===== src/rtl/alu_pkg.sv =====
package alu_pkg;

  typedef enum logic [2:0] {
    OP_ADD  = 3'd0,
    OP_SUB  = 3'd1,
    OP_LSR  = 3'd2,
    OP_LSL  = 3'd3,
    OP_ASR  = 3'd4,
    OP_ROL  = 3'd5,
    OP_MPYU = 3'd6,
    OP_MPYS = 3'd7
  } alu_op_e;

  typedef enum logic [1:0] {
    SH_LSR = 2'd0,
    SH_LSL = 2'd1,
    SH_ASR = 2'd2,
    SH_ROL = 2'd3
  } shift_kind_e;

  localparam int FLG_Z = 0;
  localparam int FLG_C = 1;
  localparam int FLG_N = 2;
  localparam int FLG_V = 3;
  localparam int FLG_W = 4;

endpackage


===== src/rtl/alu_addsub.sv =====
module alu_addsub #(
  parameter int WIDTH = 32
) (
  input  logic [WIDTH-1:0] a,
  input  logic [WIDTH-1:0] b,
  input  logic             sub,
  output logic [WIDTH-1:0] sum,
  output logic             carry,
  output logic             ovf
);

  logic [WIDTH-1:0] b_eff;
  logic             c_out;

  always_comb begin
    b_eff          = sub ? ~b : b;
    {c_out, sum}   = {1'b0, a} + {1'b0, b_eff} + {{WIDTH{1'b0}}, sub};
    // on subtract the carry out is inverted into a borrow
    carry          = sub ? ~c_out : c_out;
    ovf            = (a[WIDTH-1] == b_eff[WIDTH-1]) && (sum[WIDTH-1] != a[WIDTH-1]);
  end

endmodule


===== src/rtl/alu_shifter.sv =====
module alu_shifter
  import alu_pkg::*;
#(
  parameter int WIDTH = 32
) (
  input  logic [WIDTH-1:0] a,
  input  logic [WIDTH-1:0] amt,
  input  shift_kind_e      kind,
  output logic [WIDTH-1:0] res,
  output logic             carry,
  output logic             ovf
);

  localparam int SAT_W = $clog2(WIDTH + 2);
  localparam int ROT_W = $clog2(WIDTH);

  logic [SAT_W-1:0]        amt_sat;
  logic [ROT_W-1:0]        rot;
  logic [WIDTH:0]          ext_r;
  logic signed [WIDTH:0]   ext_a;
  logic [WIDTH:0]          ext_l;

  // one guard bit below (right shifts) or above (left shift) captures carry
  always_comb begin
    amt_sat = (amt > WIDTH) ? SAT_W'(WIDTH + 1) : amt[SAT_W-1:0];
    rot     = amt[ROT_W-1:0];
    ext_r   = {a, 1'b0} >> amt_sat;
    ext_a   = $signed({a, 1'b0}) >>> amt_sat;
    ext_l   = {1'b0, a} << amt_sat;
    res     = a;
    carry   = 1'b0;
    ovf     = 1'b0;
    case (kind)
      SH_LSR: begin
        res   = ext_r[WIDTH:1];
        carry = ext_r[0];
        ovf   = res[WIDTH-1] != a[WIDTH-1];
      end
      SH_LSL: begin
        res   = ext_l[WIDTH-1:0];
        carry = ext_l[WIDTH];
        ovf   = res[WIDTH-1] != a[WIDTH-1];
      end
      SH_ASR: begin
        res   = ext_a[WIDTH:1];
        carry = ext_a[0];
      end
      default: begin
        res = (a << rot) | (a >> (WIDTH - int'(rot)));
      end
    endcase
  end

endmodule


===== src/rtl/alu_multiplier.sv =====
module alu_multiplier #(
  parameter int WIDTH = 32
) (
  input  logic [WIDTH/2-1:0] a_lo,
  input  logic [WIDTH/2-1:0] b_lo,
  input  logic               signed_mode,
  output logic [WIDTH-1:0]   prod
);

  localparam int HALF = WIDTH / 2;

  logic [WIDTH-1:0] a_ext;
  logic [WIDTH-1:0] b_ext;

  // sign or zero extension feeds one shared multiplier; low WIDTH bits are exact
  always_comb begin
    a_ext = {{HALF{signed_mode & a_lo[HALF-1]}}, a_lo};
    b_ext = {{HALF{signed_mode & b_lo[HALF-1]}}, b_lo};
    prod  = a_ext * b_ext;
  end

endmodule


===== src/rtl/alu_flags_core.sv =====
module alu_flags_core
  import alu_pkg::*;
#(
  parameter int WIDTH = 32
) (
  input  logic             clk,
  input  logic             rst_n,
  input  logic             valid_i,
  input  logic [2:0]       op_i,
  input  logic [WIDTH-1:0] a_i,
  input  logic [WIDTH-1:0] b_i,
  output logic             res_vld_o,
  output logic [WIDTH-1:0] result_o,
  output logic [FLG_W-1:0] flags_o
);

  localparam int HALF = WIDTH / 2;

  logic             rst_meta_q;
  logic             rst_sync_q;

  alu_op_e          op_e;
  shift_kind_e      sh_kind;
  logic [WIDTH-1:0] as_sum;
  logic             as_c;
  logic             as_v;
  logic [WIDTH-1:0] sh_res;
  logic             sh_c;
  logic             sh_v;
  logic [WIDTH-1:0] mul_prod;

  logic [WIDTH-1:0] result_d;
  logic [FLG_W-1:0] flags_d;
  logic             c_d;
  logic             v_d;

  logic             res_vld_q;
  logic [WIDTH-1:0] result_q;
  logic [FLG_W-1:0] flags_q;

  // reset: asserted asynchronously, released after two clocks
  always_ff @(posedge clk or negedge rst_n) begin
    if (!rst_n) begin
      rst_meta_q <= 1'b0;
      rst_sync_q <= 1'b0;
    end else begin
      rst_meta_q <= 1'b1;
      rst_sync_q <= rst_meta_q;
    end
  end

  assign op_e = alu_op_e'(op_i);

  always_comb begin
    case (op_e)
      OP_LSR:  sh_kind = SH_LSR;
      OP_LSL:  sh_kind = SH_LSL;
      OP_ASR:  sh_kind = SH_ASR;
      default: sh_kind = SH_ROL;
    endcase
  end

  alu_addsub #(.WIDTH(WIDTH)) u_addsub (
    .a     (a_i),
    .b     (b_i),
    .sub   (op_e == OP_SUB),
    .sum   (as_sum),
    .carry (as_c),
    .ovf   (as_v)
  );

  alu_shifter #(.WIDTH(WIDTH)) u_shifter (
    .a     (a_i),
    .amt   (b_i),
    .kind  (sh_kind),
    .res   (sh_res),
    .carry (sh_c),
    .ovf   (sh_v)
  );

  alu_multiplier #(.WIDTH(WIDTH)) u_mul (
    .a_lo        (a_i[HALF-1:0]),
    .b_lo        (b_i[HALF-1:0]),
    .signed_mode (op_e == OP_MPYS),
    .prod        (mul_prod)
  );

  // next-state
  always_comb begin
    case (op_e)
      OP_ADD, OP_SUB: begin
        result_d = as_sum;
        c_d      = as_c;
        v_d      = as_v;
      end
      OP_LSR, OP_LSL, OP_ASR: begin
        result_d = sh_res;
        c_d      = sh_c;
        v_d      = sh_v;
      end
      OP_ROL: begin
        result_d = sh_res;
        c_d      = 1'b0;
        v_d      = 1'b0;
      end
      default: begin
        result_d = mul_prod;
        c_d      = 1'b0;
        v_d      = 1'b0;
      end
    endcase
    flags_d        = '0;
    flags_d[FLG_Z] = (result_d == '0);
    flags_d[FLG_C] = c_d;
    flags_d[FLG_N] = result_d[WIDTH-1];
    flags_d[FLG_V] = v_d;
  end

  // registers
  always_ff @(posedge clk or negedge rst_sync_q) begin
    if (!rst_sync_q) begin
      res_vld_q <= 1'b0;
      result_q  <= '0;
      flags_q   <= '0;
    end else begin
      res_vld_q <= valid_i;
      if (valid_i) begin
        result_q <= result_d;
        flags_q  <= flags_d;
      end
    end
  end

  assign res_vld_o = res_vld_q;
  assign result_o  = result_q;
  assign flags_o   = flags_q;

endmodule


===== config.mk =====
export PLATFORM = sky130hd
export DESIGN_NAME = alu_flags_core
export DESIGN_NICKNAME = d
export VERILOG_FILES = /design/src/rtl/alu_pkg.sv /design/src/rtl/alu_addsub.sv /design/src/rtl/alu_shifter.sv /design/src/rtl/alu_multiplier.sv /design/src/rtl/alu_flags_core.sv
export SDC_FILE = /design/constraint.sdc
export NUM_CORES = 2
export LEC_CHECK = 0
export BUFFER_PORTS_ARGS = -buffer_cell sky130_fd_sc_hd__buf_2
export CORE_MARGIN = 5
export CORE_UTILIZATION = 50
export CTS_BUF_LIST = sky130_fd_sc_hd__clkbuf_16
export DETAILED_ROUTE_END_ITERATION = 10
export GPL_TIMING_DRIVEN = 1
export PLACE_DENSITY_LB_ADDON = 0.25
export SLEW_MARGIN = 30
export SYNTH_ARGS = -nofsm -noshare
export SYNTH_HDL_FRONTEND = slang
export SYNTH_SLANG_ARGS = --single-unit

===== constraint.sdc =====
create_clock -name clk -period 1.25 [get_ports clk]
set_input_delay 0.375 -clock clk [delete_from_list [all_inputs] [get_ports clk]]
set_output_delay 0.375 -clock clk [all_outputs]
set_load 0.02 [all_outputs]

==> results of run 1 <==
## cell usage after synthesis (all sizes together), types with 35 or more instances
cell type and number:
inv 346, nand2 327, fa 283, nor2 192, a21oi 191, o21ai 147
clkbuf 142, and2 130, buf 120, ha 116, mux2i 94, nor3 66
nand3 56, a211oi 48, o211ai 47, mux4 46, xnor2 46, mux2 42
xor2 40, a31oi 39, dfrtp 38, o31ai 35
## cells by family after synthesis
| kind of cell | after synthesis | synth area share [%] |
|---|---|---|
| simple gates | 962 | 20.21 |
| compound gates | 805 | 22.71 |
| buf+inv | 609 | 10.55 |
| fa+ha+maj | 399 | 29.36 |
| mux | 182 | 10.12 |
| xor+xnor | 86 | 3.107 |
| flops | 38 | 3.923 |
| other cells | 1 | 0.01547 |
## per-layer routing
layer	GRT usage [%]	overflow
met5	15.72	0
met4	65.38	32
met3	52.76	0
met2	86.93	22
met1	70.46	1
## through the flow
stage	worst slack (ns)	instance area, sq um	setup TNS [ns]
after global placement	-5.823	32850	-163.81
after CTS	-5.107	35630	-140.24
after floorplan	-5.473	25160	-143.27
after detailed placement	-6.204	32850	-167.33
## what timing repair did
item / in CTS
hold endpoints to repair: 2
setup buffers: 77
hold buffers: 1
resized for setup: 449
cloned: 6
pin swaps: 154
setup endpoints to repair: 40
==> qor.csv, run 1 <==
stage,metric,value,unit
synth,yosys.cell_types.count,105,
synth,ys_ff_latch,38,
global_route,grt_max_degree,52,
cts,clock_sinks,38,
synth,synth_area_leaders,"fa_1 (23%), ha_1 (6.0%), inv_1 (5.3%), nand2_1 (5.0%), mux4_2 (4.3%)",
floorplanning,initial_utilization,50.66,%
floorplanning,ios,107,
synth,synthArstFlopShare,100.0,%
placed_design,port_buffers,106,
outcome,status,stopped before the end,
floorplanning,chipHeight,230.2,um
floorplanning,rows,80,
cts,h-tree-depth,2,
synth,seq_area_frac_synth,3.923,%
cts,cts_buffers,5,
global_route,grt_overflow,55,
placed_design,gp_congestion,1.228,
timing,worst_endpoint_kind,register input,
cts,clockBufferDepth,2,
synth,synthFlopType,dfrtp_1,
synth,netlist_instances,3082,
synth,synth.net_count,3551,
synth,synth_top_area_cell,fa_1,
outcome,error,[ERROR GRT-0232] Routing congestion too high. Check the congestion heatmap in the GUI.,
floorplanning,die_w,230.2,um
synth,syn_avg_cell_area,7.865,sq um
timing,worst_endpoint,flags_o[0]$_DFFE_PN0P_/D,
synth,yosys.area.top_type_share,23.37,%
placed_design,hpwl,117200,um
placed_design,dp.cells,4591,
synth,yosysWarnings,0,
global_route,track_usage,69.08,%
synth,synth_edf_count,0,
outcome,stop_stage,global routing,
synth,synth_area,24240,sq um
cts,root_buffer,clkbuf_16,
==> run 2, diff against run 1 <==
CORE_UTILIZATION = 35   (was 50)
CTS_BUF_LIST = default   (was sky130_fd_sc_hd__clkbuf_16)
PLACE_DENSITY_LB_ADDON = 0.15   (was 0.25)
==> qor.csv, run 2 <==
stage,metric,value,unit
synth,ys_top_cells_by_count,"inv_1 (344), nand2_1 (324), fa_1 (283)",
final_layout,largest_reg_flops,31,
placed_design,dpl-instance-area,33780,sq um
floorplanning,initial_utilization,35.34,%
synth,synth_edf_count,0,
synth,synth_area_leaders,"fa_1 (23%), ha_1 (6.0%), inv_1 (5.3%), nand2_1 (5.0%), mux4_2 (4.3%)",
cts,root_buffer,clkbuf_16,
timing,clock-skew-final,0.009598,ns
power,power-per-cell-area,2225,nW/um^2
floorplanning,rows,96,
timing,max_freq,153.7,MHz
global_route,grt_pass1_vias,31043,
timing,rsz0062_at_grt,yes,
synth,yosysMostFrequentCell,inv_1,
final_layout,num-fill-cells,6416,
worst_setup_path,end_kind,flip-flop,
worst_setup_path,crit_required,1.45,ns
synth,syn_avg_cell_area,7.865,sq um
outcome,status,"complete, but fails checks",
worst_setup_path,start_kind,primary input,
worst_setup_path,worst-path-max-fanout,2,
timing,relSlewSlack,21.59,%
synth,synthArstFlopShare,100.0,%
final_layout,area_growth,54.38,%
timing,setup_tns,-143.11,ns
final_layout,mostFrequentLayoutCell,buf_4,
synth,synth.net_count,3551,
cts,clkTransAtPathRegs,0.07,ns
synth,yosys.area.top_type_share,23.37,%
placed_design,gp_congestion,1.099,
cts,cts_buffers,5,
floorplanning,chipHeight,273.2,um
synth,yosysWarnings,0,
global_route,grt_overflow,0,
worst_setup_path,crit_path_start,op_i[1],
synth,synth_top_area_cell,fa_1,
timing,finalCritPeriodShare,520.6,%
cts,clk_latency,0.30,ns
timing,slew_viol_final,0,
route,drc,0,
placed_design,dp.cells,4947,
route,wirelength,160300,um
job,max_cap_violations,0,
final_layout,nets,4565,
route,drt-pass1-iter-count,6,
final_layout,final-instance-count-excl-fill,5033,
floorplanning,die_w,273.2,um
timing,period_needed,6.508,ns
final_layout,drive_gt1_share,43.28,%
power,ir_drop,0.004796,V
worst_setup_path,path_class,in -> reg,
placed_design,hpwl,130700,um
floorplanning,fp.dieArea,74620,sq um
synth,seq_area_frac_synth,3.923,%
synth,ys_ff_latch,38,
hold_path,worst_hold_path_type,reg -> async,
timing,layout_setup_ws,-5.258,ns
power,p_leak,17.13,nW
cts,clockBufferDepth,2,
floorplanning,core_area,68590,sq um
cts,clock_sinks,38,
cts,h-tree-depth,2,
timing,hold_viol,0,
route,ant_nets,0,
synth,netlist_instances,3082,
worst_setup_path,cp.arrival,6.71,ns
global_route,track_usage,41.48,%
cts,cts_tree,built,
route,vias_per_cell,6.103,
final_layout,mostFrequentLayoutCells,"buf_4 (1,022), inv_1 (314), nand2_1 (295)",
global_route,grt_pass1_wl,225600,um
power,p_total,83.27,mW
route,drt_iter0_drc,3978,
synth,yosys.cell_types.count,105,
floorplanning,ios,107,
timing,max_slew.worst_pin.slew,1.168,ns
placed_design,port_buffers,106,
global_route,grt_max_degree,57,
outcome,violations,setup timing,
route,avgRoutedWirePerCell,31.85,um
route,num_vias,30714,
worst_setup_path,r2r_start,result_o[15],
final_layout,stdcell_area,37420,sq um
final_layout,fin_util,54.56,%
synth,synth_area,24240,sq um
global_route,antenna_found_initial,13,
timing,setup_violations,39,
synth,synthFlopType,dfrtp_1,
run 2: cell counts after synthesis:
No cell type changed its count.
run 2: repair_timing:
item / in CTS / in global routing
pin swaps: 133 / 103
gates cloned: 8 / 1
setup buffers: 57 / 37
hold endpoints to repair: 2 / 0
hold buffers: 1 / 0
endpoints found under the setup margin: 41 / 49
resized for setup: 399 / 204
run 2: critical path, stage by stage:
cell and delay, ns:
buf_8 0.08, inv_4 0.03, nor2_4 0.18, nand3_4 0.14, or2_4 0.25, fa_1 0.45
fa_1 0.51, fa_1 0.44, fa_1 0.50, inv_1 0.06, fa_1 0.49, fa_1 0.45
ha_4 0.31, nand3_4 0.08, nand2b_4 0.15, a211oi_4 0.26, o211ai_1 0.16, buf_4 0.18
a21boi_4 0.21, o21a_1 0.16, nor2_2 0.04, xnor2_1 0.14, a221oi_2 0.28, nand4_1 0.17
nor3_2 0.24, nand4_1 0.14, o32ai_2 0.24
run 2: metal layers:
| metal | vias up | global-route usage (%) | part of all wire, % |
|---|---|---|---|
| li1 | 12830 | - | - |
| met1 | 15557 | 55.88 | 40 |
| met2 | 1889 | 64.27 | 43 |
| met3 | 428 | 7.740 | 9.7 |
| met4 | 10 | 20.08 | 6.8 |
| met5 | - | 0 | 0.042 |
run 2: worst paths after layout:
path                       slack [ns]  cells after the start            to
max                             -5.26                     27    flags_o[0]
min                              0.31                      1   result_o[8]
max reg2reg                      0.35                      2  result_o[15]
min reg2reg                      0.31                      1   result_o[8]
max in group asynchronous        0.56                      1   result_o[5]
min in group clk                 0.35                      0    rst_sync_q
run 2: power by group:
part | internal (mW) | switching [mW] | leakage, nW
sequential | 1.68 | 0.333 | 0.456
combinational | 38.1 | 41.4 | 16.6
clock | 1.20 | 0.589 | 0.0971
total | 41.0 | 42.3 | 17.1
run 2: logic make-up (layout without fill, tap and decap cells):
kind of cell / after synthesis / count (layout) / synth area share, %
adder cells (fa/ha/maj): 399 / 399 / 29.36
multiplexers: 182 / 182 / 10.12
XOR/XNOR: 86 / 86 / 3.107
AND/OR/NAND/NOR: 962 / 962 / 20.21
AO/OA/AOI/OAI: 805 / 805 / 22.71
flip-flops: 38 / 38 / 3.923
buffers and inverters: 609 / 1624 / 10.55
other: 1 / 6 / 0.01547
run 2: metrics by stage:
step / setup WS, ns / hold WS, ns
floorplan: -5.473 / 0.07941
global placement: -6.021 / 0.1614
detailed placement: -6.156 / 0.1632
CTS: -5.272 / 0.3299
global route: -5.448 / 0.3710
finish: -5.258 / 0.3066
run 2: cell type report:
type                            count  area, sq um  share of cell area (%)
Clock buffer                        6        138.9                  0.3711
Timing Repair Buffer             1269        10750                   28.72
Tap cell                          931         1165                   3.113
Inverter                          347         1320                   3.527
Clock inverter                      2        60.06                  0.1605
Antenna cell                        5        12.51                 0.03343
Sequential cell                    38        953.4                   2.548
Multi-Input combinational cell   2435        23030                   61.53
No activity file was read; power rests on OpenSTA's default activity.
